## src/rtl/vdc_pkg.sv

```systemverilog
package vdc_pkg;

  localparam int VS_W  = 13;
  localparam int HS_W  = 16;
  localparam int STR_W = 16;
  localparam int DLY_W = 5;
  localparam int DLY_LSB = 24;

  // Parameter word offsets relative to a channel parameter base.
  localparam int OFS_VSIZE  = 0;
  localparam int OFS_HSIZE  = 4;
  localparam int OFS_DLYSTR = 8;
  localparam int OFS_FB0    = 12;

  typedef struct packed {
    logic [VS_W-1:0]  vsize;
    logic [HS_W-1:0]  hsize;
    logic [STR_W-1:0] stride;
    logic [DLY_W-1:0] fdly;
  } vid_set_t;

  function automatic logic [31:0] byte_merge(input logic [31:0] old_w,
                                             input logic [31:0] new_w,
                                             input logic [3:0]  strb);
    logic [31:0] r;
    for (int b = 0; b < 4; b++)
      r[b*8 +: 8] = strb[b] ? new_w[b*8 +: 8] : old_w[b*8 +: 8];
    return r;
  endfunction

  function automatic logic [31:0] pack_dlystr(input vid_set_t s);
    logic [31:0] r;
    r = '0;
    r[STR_W-1:0] = s.stride;
    r[DLY_LSB +: DLY_W] = s.fdly;
    return r;
  endfunction

endpackage

```

## src/rtl/vdc_axil_port.sv

```systemverilog
module vdc_axil_port #(
  parameter int AW = 8
) (
  input  logic          clk,
  input  logic          rst_n,
  input  logic [AW-1:0] awaddr,
  input  logic          awvalid,
  output logic          awready,
  input  logic [31:0]   wdata,
  input  logic [3:0]    wstrb,
  input  logic          wvalid,
  output logic          wready,
  output logic [1:0]    bresp,
  output logic          bvalid,
  input  logic          bready,
  input  logic          arvalid,
  output logic          arready,
  output logic [31:0]   rdata,
  output logic [1:0]    rresp,
  output logic          rvalid,
  input  logic          rready,
  output logic          wr_en,
  output logic [AW-1:0] wr_addr,
  output logic [31:0]   wr_data,
  output logic [3:0]    wr_strb,
  input  logic [31:0]   rd_word
);

  logic rd_take;

  assign awready = wvalid && !bvalid;
  assign wready  = awvalid && !bvalid;
  assign wr_en   = awvalid && wvalid && !bvalid;
  assign wr_addr = awaddr;
  assign wr_data = wdata;
  assign wr_strb = wstrb;
  assign bresp   = 2'b00;
  assign rresp   = 2'b00;
  assign arready = !rvalid;
  assign rd_take = arvalid && !rvalid;

  always_ff @(posedge clk) begin
    if (!rst_n) begin
      bvalid <= 1'b0;
    end else if (wr_en) begin
      bvalid <= 1'b1;
    end else if (bready) begin
      bvalid <= 1'b0;
    end
  end

  always_ff @(posedge clk) begin
    if (!rst_n) begin
      rvalid <= 1'b0;
      rdata  <= '0;
    end else if (rd_take) begin
      rvalid <= 1'b1;
      rdata  <= rd_word;
    end else if (rready) begin
      rvalid <= 1'b0;
    end
  end

  AST_BVALID_HOLD: assert property (@(posedge clk) disable iff (!rst_n)
    bvalid && !bready |=> bvalid) else $error("bvalid dropped");
  AST_RVALID_HOLD: assert property (@(posedge clk) disable iff (!rst_n)
    rvalid && !rready |=> rvalid && $stable(rdata)) else $error("rvalid dropped");
  AST_BRESP_OKAY: assert property (@(posedge clk) disable iff (!rst_n)
    bvalid |-> bresp == 2'b00) else $error("bad bresp");

endmodule

```

## src/rtl/vdc_chan.sv

```systemverilog
module vdc_chan
  import vdc_pkg::*;
#(
  parameter int            AW        = 8,
  parameter logic [AW-1:0] CTRL_OFS  = '0,
  parameter logic [AW-1:0] PRM_OFS   = '0,
  parameter int            FB_NUM    = 4,
  parameter int            FB_ADDR_W = 64
) (
  input  logic                        clk,
  input  logic                        rst_n,
  input  logic                        wr_en,
  input  logic [AW-1:0]               wr_addr,
  input  logic [31:0]                 wr_data,
  input  logic [3:0]                  wr_strb,
  input  logic [AW-1:0]               rd_addr,
  output logic                        rd_hit,
  output logic [31:0]                 rd_data,
  input  logic                        frame_sync,
  output logic                        run,
  output logic [2:0]                  irq_en,
  output logic                        start_pulse,
  output vid_set_t                    act,
  output logic [FB_NUM*FB_ADDR_W-1:0] act_fb
);

  localparam int WPF    = (FB_ADDR_W + 31) / 32;
  localparam int NWORDS = FB_NUM * WPF;
  localparam int IW     = (NWORDS > 1) ? $clog2(NWORDS) : 1;
  localparam int FB_END = OFS_FB0 + 4 * NWORDS;

  typedef struct packed {
    logic          ctrl;
    logic          vs;
    logic          hs;
    logic          ds;
    logic          fb;
    logic [IW-1:0] idx;
  } dec_t;

  function automatic dec_t decode(input logic [AW-1:0] a);
    dec_t d;
    logic [AW-1:0] off;
    logic [AW-1:0] wi;
    d    = '0;
    off  = a - PRM_OFS;
    wi   = (off - AW'(OFS_FB0)) >> 2;
    d.ctrl = (a == CTRL_OFS);
    if (a >= PRM_OFS && a[1:0] == 2'b00) begin
      d.vs  = (off == AW'(OFS_VSIZE));
      d.hs  = (off == AW'(OFS_HSIZE));
      d.ds  = (off == AW'(OFS_DLYSTR));
      d.fb  = (off >= AW'(OFS_FB0)) && (off < AW'(FB_END));
      d.idx = wi[IW-1:0];
    end
    return d;
  endfunction

  vid_set_t    stg, pnd, nset;
  logic [31:0] stg_addr [NWORDS];
  logic [31:0] pnd_addr [NWORDS];
  logic [31:0] act_addr [NWORDS];
  logic        pend_valid;
  logic        started;
  dec_t        wd, rd;
  logic [31:0] vs_m, hs_m, ds_m, fb_m;
  logic        commit;

  always_comb begin
    wd     = decode(wr_addr);
    rd     = decode(rd_addr);
    vs_m   = byte_merge({{(32-VS_W){1'b0}}, stg.vsize}, wr_data, wr_strb);
    hs_m   = byte_merge({{(32-HS_W){1'b0}}, stg.hsize}, wr_data, wr_strb);
    ds_m   = byte_merge(pack_dlystr(stg), wr_data, wr_strb);
    fb_m   = byte_merge(stg_addr[wd.idx], wr_data, wr_strb);
    nset   = stg;
    nset.vsize = vs_m[VS_W-1:0];
    commit = wr_en && wd.vs;
  end

  always_ff @(posedge clk) begin
    if (!rst_n) begin
      run         <= 1'b0;
      irq_en      <= '0;
      started     <= 1'b0;
      start_pulse <= 1'b0;
      pend_valid  <= 1'b0;
      stg         <= '0;
      pnd         <= '0;
      act         <= '0;
      for (int i = 0; i < NWORDS; i++) begin
        stg_addr[i] <= '0;
        pnd_addr[i] <= '0;
        act_addr[i] <= '0;
      end
    end else begin
      start_pulse <= 1'b0;
      // Frame boundary applies the pending set first; a commit below may refill it.
      if (frame_sync && pend_valid) begin
        act        <= pnd;
        act_addr   <= pnd_addr;
        pend_valid <= 1'b0;
      end
      if (wr_en && wd.ctrl && wr_strb[0]) begin
        run    <= wr_data[0];
        irq_en <= wr_data[6:4];
        if (!wr_data[0]) started <= 1'b0;
      end
      if (wr_en && wd.hs) stg.hsize <= hs_m[HS_W-1:0];
      if (wr_en && wd.ds) begin
        stg.stride <= ds_m[STR_W-1:0];
        stg.fdly   <= ds_m[DLY_LSB +: DLY_W];
      end
      if (wr_en && wd.fb) stg_addr[wd.idx] <= fb_m;
      if (commit) begin
        stg.vsize <= vs_m[VS_W-1:0];
        if (run && !started) begin
          act         <= nset;
          act_addr    <= stg_addr;
          start_pulse <= 1'b1;
          started     <= 1'b1;
          pend_valid  <= 1'b0;
        end else begin
          pnd        <= nset;
          pnd_addr   <= stg_addr;
          pend_valid <= 1'b1;
        end
      end
    end
  end

  always_comb begin
    logic [32*WPF-1:0] tmp;
    for (int f = 0; f < FB_NUM; f++) begin
      tmp = '0;
      for (int w = 0; w < WPF; w++) tmp[w*32 +: 32] = act_addr[f*WPF + w];
      act_fb[f*FB_ADDR_W +: FB_ADDR_W] = tmp[FB_ADDR_W-1:0];
    end
  end

  always_comb begin
    rd_hit  = rd.ctrl | rd.vs | rd.hs | rd.ds | rd.fb;
    rd_data = '0;
    if (rd.ctrl)    rd_data = {25'b0, irq_en, 3'b0, run};
    else if (rd.vs) rd_data = {{(32-VS_W){1'b0}}, stg.vsize};
    else if (rd.hs) rd_data = {{(32-HS_W){1'b0}}, stg.hsize};
    else if (rd.ds) rd_data = pack_dlystr(stg);
    else if (rd.fb) rd_data = stg_addr[rd.idx];
  end

  AST_START_SINGLE: assert property (@(posedge clk) disable iff (!rst_n)
    start_pulse |=> !start_pulse) else $error("start too long");
  AST_START_RUNNING: assert property (@(posedge clk) disable iff (!rst_n)
    start_pulse |-> run && started) else $error("start while stopped");
  AST_ACT_HOLD: assert property (@(posedge clk) disable iff (!rst_n)
    !frame_sync && !commit |=> $stable(act)) else $error("active changed off boundary");
  AST_PEND_APPLIED: assert property (@(posedge clk) disable iff (!rst_n)
    frame_sync && pend_valid && !commit |=> !pend_valid && act == $past(pnd)) else $error("pending not applied");
  AST_IDLE_SYNC: assert property (@(posedge clk) disable iff (!rst_n)
    frame_sync && !pend_valid && !commit |=> $stable(act)) else $error("empty boundary changed active");
  AST_COMMIT_PENDS: assert property (@(posedge clk) disable iff (!rst_n)
    commit |=> pend_valid || start_pulse) else $error("commit lost");

endmodule

```

## src/rtl/vid_dma_csr.sv

```systemverilog
module vid_dma_csr
  import vdc_pkg::*;
#(
  parameter int AXI_AW    = 8,
  parameter int FB_NUM    = 4,
  parameter int FB_ADDR_W = 64
) (
  input  logic                        clk,
  input  logic                        rst_n,
  input  logic [AXI_AW-1:0]           s_axi_awaddr,
  input  logic                        s_axi_awvalid,
  output logic                        s_axi_awready,
  input  logic [31:0]                 s_axi_wdata,
  input  logic [3:0]                  s_axi_wstrb,
  input  logic                        s_axi_wvalid,
  output logic                        s_axi_wready,
  output logic [1:0]                  s_axi_bresp,
  output logic                        s_axi_bvalid,
  input  logic                        s_axi_bready,
  input  logic [AXI_AW-1:0]           s_axi_araddr,
  input  logic                        s_axi_arvalid,
  output logic                        s_axi_arready,
  output logic [31:0]                 s_axi_rdata,
  output logic [1:0]                  s_axi_rresp,
  output logic                        s_axi_rvalid,
  input  logic                        s_axi_rready,
  input  logic                        mrd_frame_sync,
  input  logic                        mwr_frame_sync,
  output logic                        mrd_run,
  output logic [2:0]                  mrd_irq_en,
  output logic                        mrd_start,
  output logic [VS_W-1:0]             mrd_vsize,
  output logic [HS_W-1:0]             mrd_hsize,
  output logic [STR_W-1:0]            mrd_stride,
  output logic [DLY_W-1:0]            mrd_fdly,
  output logic [FB_NUM*FB_ADDR_W-1:0] mrd_fb_addr,
  output logic                        mwr_run,
  output logic [2:0]                  mwr_irq_en,
  output logic                        mwr_start,
  output logic [VS_W-1:0]             mwr_vsize,
  output logic [HS_W-1:0]             mwr_hsize,
  output logic [STR_W-1:0]            mwr_stride,
  output logic [DLY_W-1:0]            mwr_fdly,
  output logic [FB_NUM*FB_ADDR_W-1:0] mwr_fb_addr
);

  localparam int NCH = 2;

  logic              wr_en;
  logic [AXI_AW-1:0] wr_addr;
  logic [31:0]       wr_data;
  logic [3:0]        wr_strb;
  logic [31:0]       rd_word;
  logic [NCH-1:0]    ch_hit;
  logic [31:0]       ch_data [NCH];
  logic [NCH-1:0]    ch_sync, ch_run, ch_start;
  logic [2:0]        ch_irq [NCH];
  vid_set_t          ch_act [NCH];
  logic [FB_NUM*FB_ADDR_W-1:0] ch_fb [NCH];

  vdc_axil_port #(.AW(AXI_AW)) u_port (
    .clk(clk), .rst_n(rst_n),
    .awaddr(s_axi_awaddr), .awvalid(s_axi_awvalid), .awready(s_axi_awready),
    .wdata(s_axi_wdata), .wstrb(s_axi_wstrb), .wvalid(s_axi_wvalid), .wready(s_axi_wready),
    .bresp(s_axi_bresp), .bvalid(s_axi_bvalid), .bready(s_axi_bready),
    .arvalid(s_axi_arvalid), .arready(s_axi_arready),
    .rdata(s_axi_rdata), .rresp(s_axi_rresp), .rvalid(s_axi_rvalid), .rready(s_axi_rready),
    .wr_en(wr_en), .wr_addr(wr_addr), .wr_data(wr_data), .wr_strb(wr_strb),
    .rd_word(rd_word)
  );

  assign ch_sync = {mwr_frame_sync, mrd_frame_sync};

  for (genvar g = 0; g < NCH; g++) begin : g_ch
    localparam logic [AXI_AW-1:0] C_OFS = (g == 0) ? AXI_AW'('h00) : AXI_AW'('h30);
    localparam logic [AXI_AW-1:0] P_OFS = (g == 0) ? AXI_AW'('h50) : AXI_AW'('hA0);
    vdc_chan #(
      .AW(AXI_AW), .CTRL_OFS(C_OFS), .PRM_OFS(P_OFS),
      .FB_NUM(FB_NUM), .FB_ADDR_W(FB_ADDR_W)
    ) u_chan (
      .clk(clk), .rst_n(rst_n),
      .wr_en(wr_en), .wr_addr(wr_addr), .wr_data(wr_data), .wr_strb(wr_strb),
      .rd_addr(s_axi_araddr), .rd_hit(ch_hit[g]), .rd_data(ch_data[g]),
      .frame_sync(ch_sync[g]), .run(ch_run[g]), .irq_en(ch_irq[g]),
      .start_pulse(ch_start[g]), .act(ch_act[g]), .act_fb(ch_fb[g])
    );
  end

  always_comb begin
    rd_word = '0;
    for (int c = 0; c < NCH; c++)
      if (ch_hit[c]) rd_word = ch_data[c];
  end

  assign mrd_run     = ch_run[0];
  assign mrd_irq_en  = ch_irq[0];
  assign mrd_start   = ch_start[0];
  assign mrd_vsize   = ch_act[0].vsize;
  assign mrd_hsize   = ch_act[0].hsize;
  assign mrd_stride  = ch_act[0].stride;
  assign mrd_fdly    = ch_act[0].fdly;
  assign mrd_fb_addr = ch_fb[0];
  assign mwr_run     = ch_run[1];
  assign mwr_irq_en  = ch_irq[1];
  assign mwr_start   = ch_start[1];
  assign mwr_vsize   = ch_act[1].vsize;
  assign mwr_hsize   = ch_act[1].hsize;
  assign mwr_stride  = ch_act[1].stride;
  assign mwr_fdly    = ch_act[1].fdly;
  assign mwr_fb_addr = ch_fb[1];

  AST_DECODE_EXCL: assert property (@(posedge clk) disable iff (!rst_n)
    $countones(ch_hit) <= 1) else $error("overlapping decode");
  AST_UNMAPPED_ZERO: assert property (@(posedge clk) disable iff (!rst_n)
    s_axi_arvalid && s_axi_arready && ch_hit == '0 |=> s_axi_rdata == 32'h0) else $error("unmapped read nonzero");

endmodule

```

## config.mk

```make
export PLATFORM = sky130hd
export DESIGN_NAME = vid_dma_csr
export DESIGN_NICKNAME = d
export VERILOG_FILES = /design/src/rtl/vdc_pkg.sv /design/src/rtl/vdc_axil_port.sv /design/src/rtl/vdc_chan.sv /design/src/rtl/vid_dma_csr.sv
export SDC_FILE = /design/constraint.sdc
export NUM_CORES = 2
export LEC_CHECK = 0
export ABC_AREA = 1
export BUFFER_PORTS_ARGS = -buffer_cell sky130_fd_sc_hd__buf_2
export CORE_MARGIN = 1
export CORE_UTILIZATION = 45
export CTS_CLUSTER_SIZE = 8
export DETAILED_ROUTE_END_ITERATION = 7
export PLACE_DENSITY = 0.74
export SLEW_MARGIN = 15
export SYNTH_ARGS = -nofsm -noshare
export SYNTH_HDL_FRONTEND = slang
export SYNTH_SLANG_ARGS = --single-unit
```

## constraint.sdc

```tcl
create_clock -name clk -period 3 [get_ports clk]
set_input_delay 0.45 -clock clk [delete_from_list [all_inputs] [get_ports clk]]
set_output_delay 0.45 -clock clk [all_outputs]
set_load 0.005 [all_outputs]
```

* Yosys cells after proc, flatten, opt, wreduce, memory -nomap -nowiden
Cells that the tools add are included.
** Word-level totals
- Register bits :: 1884
- Input bits :: 61
- Output and inout port bits :: 663
- Logic and storage cells :: 278
** Cells by class
- Add/sub/neg operators :: 8
- Magnitude comparators :: 18
- Equal/unequal tests :: 10
- Multiplexer cells :: 78
- Bitwise gates (word level) :: 14
- Reductions and logical operators :: 61
** Operator list (count)
- two-way mux 256 bit :: 6
- two-way mux 32 bit :: 22
- bitwise mux 256 bit :: 2
- binary-select mux 32 bit (select 3 bit) :: 4
- two-way mux 50 bit :: 6
- demux 32 bit (select 3 bit) :: 2
- two-way mux 8 bit :: 10
- zero test 8 bit :: 6
- == test 8 x 3 -> 1 bit (second input constant) :: 4
- == test 8 x 4 -> 1 bit (second input constant) :: 4
- >= comparator 8 x 4 -> 1 bit (second input constant) :: 4
- less-than comparator 8 x 6 -> 1 bit (second input constant) :: 4
- logical AND 1 bit :: 31
- two-way mux 7 bit :: 4
- AND reduction 2 bit :: 14
- two-way mux 1 bit :: 20
- subtractor 5 x 4 -> 5 bit (second input constant) :: 4
- == test 8 x 6 -> 1 bit (second input constant) :: 2
- >= comparator 4 bit (second input constant) :: 4
- >= comparator 8 x 7 -> 1 bit (second input constant) :: 2
- >= comparator 8 bit (second input constant) :: 2
- inverter 3 -> 4 bit :: 4
- subtractor 8 x 7 -> 8 bit (second input constant) :: 2
- subtractor 8 bit (second input constant) :: 2
- 7 further kinds :: 24

* Depth between registers and ports, before layout
- Depth after elaboration :: 15
- Mapped depth :: 19
- Mapped depth without buffers :: 17

* Modules after synthesis
A second synthesis with hierarchy kept.
** Unflattened totals
- Cells, all modules :: 10627
- Area total of the unflattened synthesis :: 81298.0 um^2
** Modules (own cells, without submodules)
- vdc_chan (g_ch[1].u_chan) :: instances 1, cells an instance 5392, area each 39690.6 um^2, seq. area each 18517.8 um^2
- vdc_chan (g_ch[0].u_chan) :: instances 1, cells an instance 4853, area each 39198.8 um^2, seq. area each 18517.8 um^2
- vdc_axil_port :: instances 1, cells an instance 275, area each 1851.8 um^2, seq. area each 680.7 um^2
- vid_dma_csr :: instances 1, cells an instance 107, area each 556.8 um^2, seq. area each 0.0 um^2

* Worst setup path before layout
Ideal clock, no wire load.
- Kind :: input to register
- From :: in s_axi_araddr[2]
- To :: reg u_port.rdata[12]
- Library setup time :: 0.109 ns
- Arrival time :: 2.441 ns
- Required time :: 2.891 ns
- Setup slack :: 0.450 ns
- Stages on the path :: 18
- Buffers on the path :: 4
- Cell sequence :: clkbuf_1 inv_2 clkbuf_1 ha_1 nand2_1 buf_2 buf_1 nand3_1 nand2_1 nand2_1 nand3_1 nand2_1 nand2_1 nand2_1 nand2_1 nand3_1 nand2_1 inv_1
** On the way
- Cells in the longest elaborated chain, start to end :: 14
- Elaborated cells between the ends (all ways) :: 52
- Those cells by class :: add/sub (4); order compare (6); eq/ne (5); mux (20); bitwise (10); reduce/logical (7)
** Ends and longest elaborated chain
- from (decl) :: line vid_dma_csr.sv:20 : input logic [AXI_AW-1:0] s_axi_araddr,
- subtractor 8 x 7 -> 8 bit or >= comparator 8 x 7 -> 1 bit (tied branches) :: line vdc_chan.sv:46, vdc_chan.sv:49
- subtractor 5 x 4 -> 5 bit or logical AND 1 bit (tied branches) :: line vdc_chan.sv:47, vdc_chan.sv:49
- two-way mux 7 bit :: line vdc_chan.sv:49 : if (a >= PRM_OFS && a[1:0] == 2'b00) begin
- inverter 3 -> 4 bit (not written as such) :: line vdc_chan.sv:148 : else if (rd.fb) rd_data = stg_addr[rd.idx];
- binary-select mux 32 bit (select 3 bit) :: line vdc_chan.sv:148
- two-way mux 32 bit (not written as such) (2 in a row) :: line vdc_chan.sv:148
- two-way mux 32 bit :: line vdc_chan.sv:148
- two-way mux 32 bit :: line vdc_chan.sv:147 : else if (rd.ds) rd_data = pack_dlystr(stg);
- two-way mux 32 bit :: line vdc_chan.sv:146 : else if (rd.hs) rd_data = {{(32-HS_W){1'b0}}, stg.hsize};
- two-way mux 32 bit :: line vdc_chan.sv:145 : else if (rd.vs) rd_data = {{(32-VS_W){1'b0}}, stg.vsize};
- two-way mux 32 bit :: line vdc_chan.sv:144 : if (rd.ctrl) rd_data = {25'b0, irq_en, 3'b0, run};
- two-way mux 32 bit :: line vid_dma_csr.sv:92 : if (ch_hit[c]) rd_word = ch_data[c];
- two-way mux 32 bit * :: line vid_dma_csr.sv:92
- to (signal assigned) :: line vdc_axil_port.sv:58 : rdata <= rd_word;
- to (decl) :: line vdc_axil_port.sv:18 : output logic [31:0] rdata,
Every way passes the cells marked *; elsewhere a longest branch is shown, timed or not. The select of a mux whose other input is x is not followed.
A chain may end at the register's enable or synchronous reset.

* Worst setup path in the final report
- From :: reg u_port.bvalid
- To :: reg g_ch[1].u_chan.stg_addr[163] (netlist name)
** On the way
- Cells in the longest elaborated chain, start to end :: 3
** Ends and longest elaborated chain
- from (decl) :: line vdc_axil_port.sv:14 : output logic bvalid,
- from (signal assigned) :: line vdc_axil_port.sv:44 : bvalid <= 1'b0;
- from (signal assigned) :: line vdc_axil_port.sv:46 : bvalid <= 1'b1;
- from (signal assigned) :: line vdc_axil_port.sv:48 : bvalid <= 1'b0;
- zero test 1 bit :: line vdc_axil_port.sv:33 : assign wr_en = awvalid && wvalid && !bvalid;
- logical AND 1 bit :: line vdc_axil_port.sv:33
- logical AND 1 bit :: line vdc_chan.sv:114 : if (wr_en && wd.fb) stg_addr[wd.idx] <= fb_m;
- to (signal, indexed assignment) :: line vdc_chan.sv:114
- to (decl) :: line vdc_chan.sv:60 : logic [31:0] stg_addr [NWORDS];
Every way passes these cells.

==> summary.md <==
| Metric | Value |
|---|---|
| Final wirelength | around 400000 microns |
| RSZ-0062 raised after global routing | false |
| Die width | around 430 microns |
| Hold Path Depth | 6 |
| Die footprint | roughly 0.18 sq mm |
| Pleak | between 40 and 50 nW |
| Post-Syn Area | around 0.082 sq mm |
| F_max | roughly 370 MHz |
| DR vias/cell | 6.03 |
| Pins Over Slew Limit | 0 |
| Critical Path End Type | register |
| Synthesis Warnings | 0 |
| Die height | between 400 and 500 microns |
| Setup-failing EPs final | 0 |
| Antenna violations before repair | 25 |
| H-tree depth | 5 |
| Max clock buf depth | 4 |
| Placed Instances | 13600 |
| Placer Congestion | about 1.1 |
| Clock skew | roughly 0.07 ns |
| Comb power frac | a little under 5% |
| Fin nets | 11600 |
| Power share of the clock group | approximately half |
| I/O Pins | 724 |
| WL/cell | ~29 microns |
| Remaining DRCs | 0 |
| CTS buffer count | 287 |
| Internal power | approximately 43 mW |
| Via count | between 80000 and 90000 |
| Flop pwr share | around 45% |
| Finished Layout Cells | between 10000 and 15000 |
| Setup TNS | 0 ns |
| Post-DP HPWL | 291000 microns |
| Post-synthesis sequential area ratio | a little under half |
| Fin. Hold Viols | 0 |
| Worst-Margin Slew | ~1.1 ns |
| CTS tree | built |
| Grt total ovfl | 0 |
| Pre-CTS WS | -0.224 ns |
| Cell Area, Placed | around 0.09 sq mm |
| CTS clock-pin slew for the worst setup and hold paths | ~0.050 ns |
| Crit path launch type | register |
| FF+latch count, synth | 1884 |
| Synthesis-to-finish area growth | 21.0% |
| P per Cell Area | around 570 mW/mm^2 |
| R2r worst-path depth | 12 |
| Switch share | between 20% and 30% |
| CORE AREA | ~0.18 sq mm |
| Final WS setup | about 0.32 ns |
| Period minus WS final | approximately 2.7 ns |
| Total power | approximately 56 mW |
| Slew HR | roughly a quarter |
| Max_cap viols | 0 |
| Worst EP arrival | 3.56 ns |
| Total GRT Usage | 42.0% |
| Post-detailed-route count of antenna-violating nets | 0 |
| Initial Util | 45.5% |
| Fin area | 0.0987 sq mm |
| HP Class | in -> reg |
| Largest net degree at the start of global routing | 179 |
| Synth cell types | 42 |
| First-pass GRT wire length | 563000 microns |
| Vias in the first global route | between 70000 and 80000 |
| Critical path required time | 3.88 ns |
| Syn Inst Count | ~11000 |
| Fin crit share | 89.3% |
| VDD IR max | slightly above 0.5 mV |
| Post-Syn Area per Cell | 7.57 sq um |
| Crit-path max FO | 46 |
| Clk sink count | 1884 |
| Layout cells sized above 1 | approximately 15% |
| Detailed Routing Iterations Pass 1 | 8 |
| Row count | around 160 |
| CTS Root Cell | clkbuf_16 |
| Layout Utilization | around 55% |
| I/O Buffers | 719 |
| Min Hold Slack | between 0.1 and 0.15 ns |
| Clk_lat worst skew | approximately 0.94 ns |
| Outcome | completed |
| WS Path Type | reg -> reg |
| Iteration-0 DRC Markers | 10500 |
| Switching power | about 13 mW |
==> logic make-up (layout without fill, tap and decap cells) <==
kind of cell               count (synthesis)  count (layout)  share of synthesized area (%)
and+or+nand+nor                         2505            2505                           12.8
adders and majority gates                 14              14                          0.215
other                                      1              16                        0.00459
DFF                                     1884            1884                           46.2
buffers and inverters                   2384            3160                           11.6
AOI/OAI and AO/OA                       3665            3665                           25.2
muxes                                    319             319                           3.91
xor gates and xnor gates                   4               4                         0.0429
==> layer usage <==
metal | track usage (%) | wire length, microns | up-vias
li1 | - | - | 37700
met1 | 49.5 | 146000 | 39900
met5 | 0 | 98 | -
met4 | 39.7 | 44500 | 14
met2 | 63.3 | 173000 | 5026
met3 | 9.27 | 38700 | 1302
==> synth_stat cells <==
| master | n | area share (%) |
|---|---|---|
| o22ai_1 | 608 | 4.7 |
| nand2_2 | 6 | 0.046 |
| o21ai_0 | 870 | 5.3 |
| buf_2 | 251 | 1.5 |
| nor3b_1 | 1 | 0.0092 |
| o211ai_1 | 66 | 0.61 |
| clkinv_1 | 12 | 0.055 |
| nand2_4 | 3 | 0.041 |
| o221ai_1 | 24 | 0.26 |
| o21ai_1 | 305 | 1.9 |
| mux2i_1 | 319 | 3.9 |
| ha_1 | 14 | 0.21 |
| a211oi_1 | 352 | 3.2 |
| clkbuf_1 | 500 | 2.3 |
| nor2_1 | 882 | 4.1 |
| and2_1 | 1 | 0.0077 |
| buf_6 | 9 | 0.12 |
| o21a_1 | 1 | 0.0092 |
| nand4_1 | 33 | 0.25 |
| nand3b_1 | 10 | 0.092 |
| nor3_2 | 3 | 0.037 |
| nor2_8 | 1 | 0.025 |
| a21oi_1 | 1397 | 8.6 |
| clkbuf_2 | 1 | 0.0061 |
| nand2_1 | 1001 | 4.6 |
| xor2_1 | 4 | 0.043 |
| nor2_4 | 11 | 0.15 |
| o21ai_2 | 14 | 0.15 |
| o21ai_4 | 27 | 0.54 |
| dfxtp_1 | 1884 | 46 |
| nand3_1 | 524 | 3.2 |
| buf_4 | 33 | 0.30 |
| nor2_2 | 8 | 0.061 |
| inv_1 | 1516 | 7.0 |
| nand2_8 | 1 | 0.025 |
| a31oi_1 | 1 | 0.0077 |
| conb_1 | 1 | 0.0046 |
| nor3_1 | 9 | 0.055 |
| nor3_4 | 2 | 0.040 |
| or2_2 | 9 | 0.069 |
| buf_1 | 42 | 0.19 |
| inv_2 | 20 | 0.092 |
==> power by group through the flow <==
stage	logic, mW	clock network [mW]	registers (mW)
floorplan	1.19	0	25.6
global placement	2.60	0	25.6
detailed placement	2.60	0	25.6
CTS	2.64	28.5	25.2
global route	2.80	29.5	25.1
finish	2.76	28.4	25.2
==> worst max-delay path: stages, from the launching register on <==
cell	delay [ns]
dfxtp_1	0.33
nor2_1	0.15
nand2_1	0.10
inv_2	0.15
nand4_1	0.21
nor2_1	0.23
inv_1	0.14
nor2_1	0.24
inv_2	0.17
buf_12	0.20
a21oi_2	0.38
o21ai_0	0.17
inv_1	0.07
==> layout by cell type, fill, tap and decap left out, drive strengths merged <==
master and count:
conb 4, nand4 33, a21oi 1397, nand3 524
and2 1, dlygate4sd3 27, inv 1542, dfxtp 1884
nor2 902, mux2i 319, a31oi 1, nor3 14
nand3b 10, clkbuf 307, nand2 1011, or2 9
o21a 1, a211oi 352, o22ai 608, o211ai 66
diode 12, o21ai 1216, xor2 4, buf 1272
o221ai 24, nor3b 1, ha 14, clkinv 12
==> final timing paths <==
kind / from / to / slack [ns]
setup / recovery: u_port.bvalid / g_ch[1].u_chan.stg_addr[163] / 0.32
hold / removal: s_axi_wdata[23] / g_ch[0].u_chan.stg_addr[119] / 0.12
setup reg to reg: u_port.bvalid / g_ch[1].u_chan.stg_addr[163] / 0.32
hold reg to reg: g_ch[1].u_chan.pnd[14] / g_ch[1].u_chan.pnd[14] / 0.45
==> repair_timing <==
item                       4_1_cts  5_1_grt
hold endpoints to repair        98        0
gates resized for setup          0        1
setup endpoints to repair        0        1
hold buffers                    27        0
buffers inserted                 0        0
==> registers in the layout (all words and copies together) (netlist names), 6 cells and up <==
register	cells
g_ch.u_chan.act	100
g_ch.u_chan.act_fb	512
g_ch.u_chan.irq_en	6
g_ch.u_chan.nset	74
g_ch.u_chan.pnd	100
g_ch.u_chan.pnd_addr	512
g_ch.u_chan.stg	26
g_ch.u_chan.stg_addr	512
u_port.rdata	32
==> cell type report <==
type / instances / area [sq um]
Clock buffer: 307 / 7480
Multi-Input combinational cell: 6511 / 34500
Tap cell: 2355 / 2950
Timing Repair Buffer: 1299 / 10100
Inverter: 1548 / 5840
Fill cell: 16600 / 80500
Antenna cell: 12 / 30.0
Clock inverter: 6 / 48.8
Sequential cell: 1884 / 37700
Power figures use the tool's default switching activity.
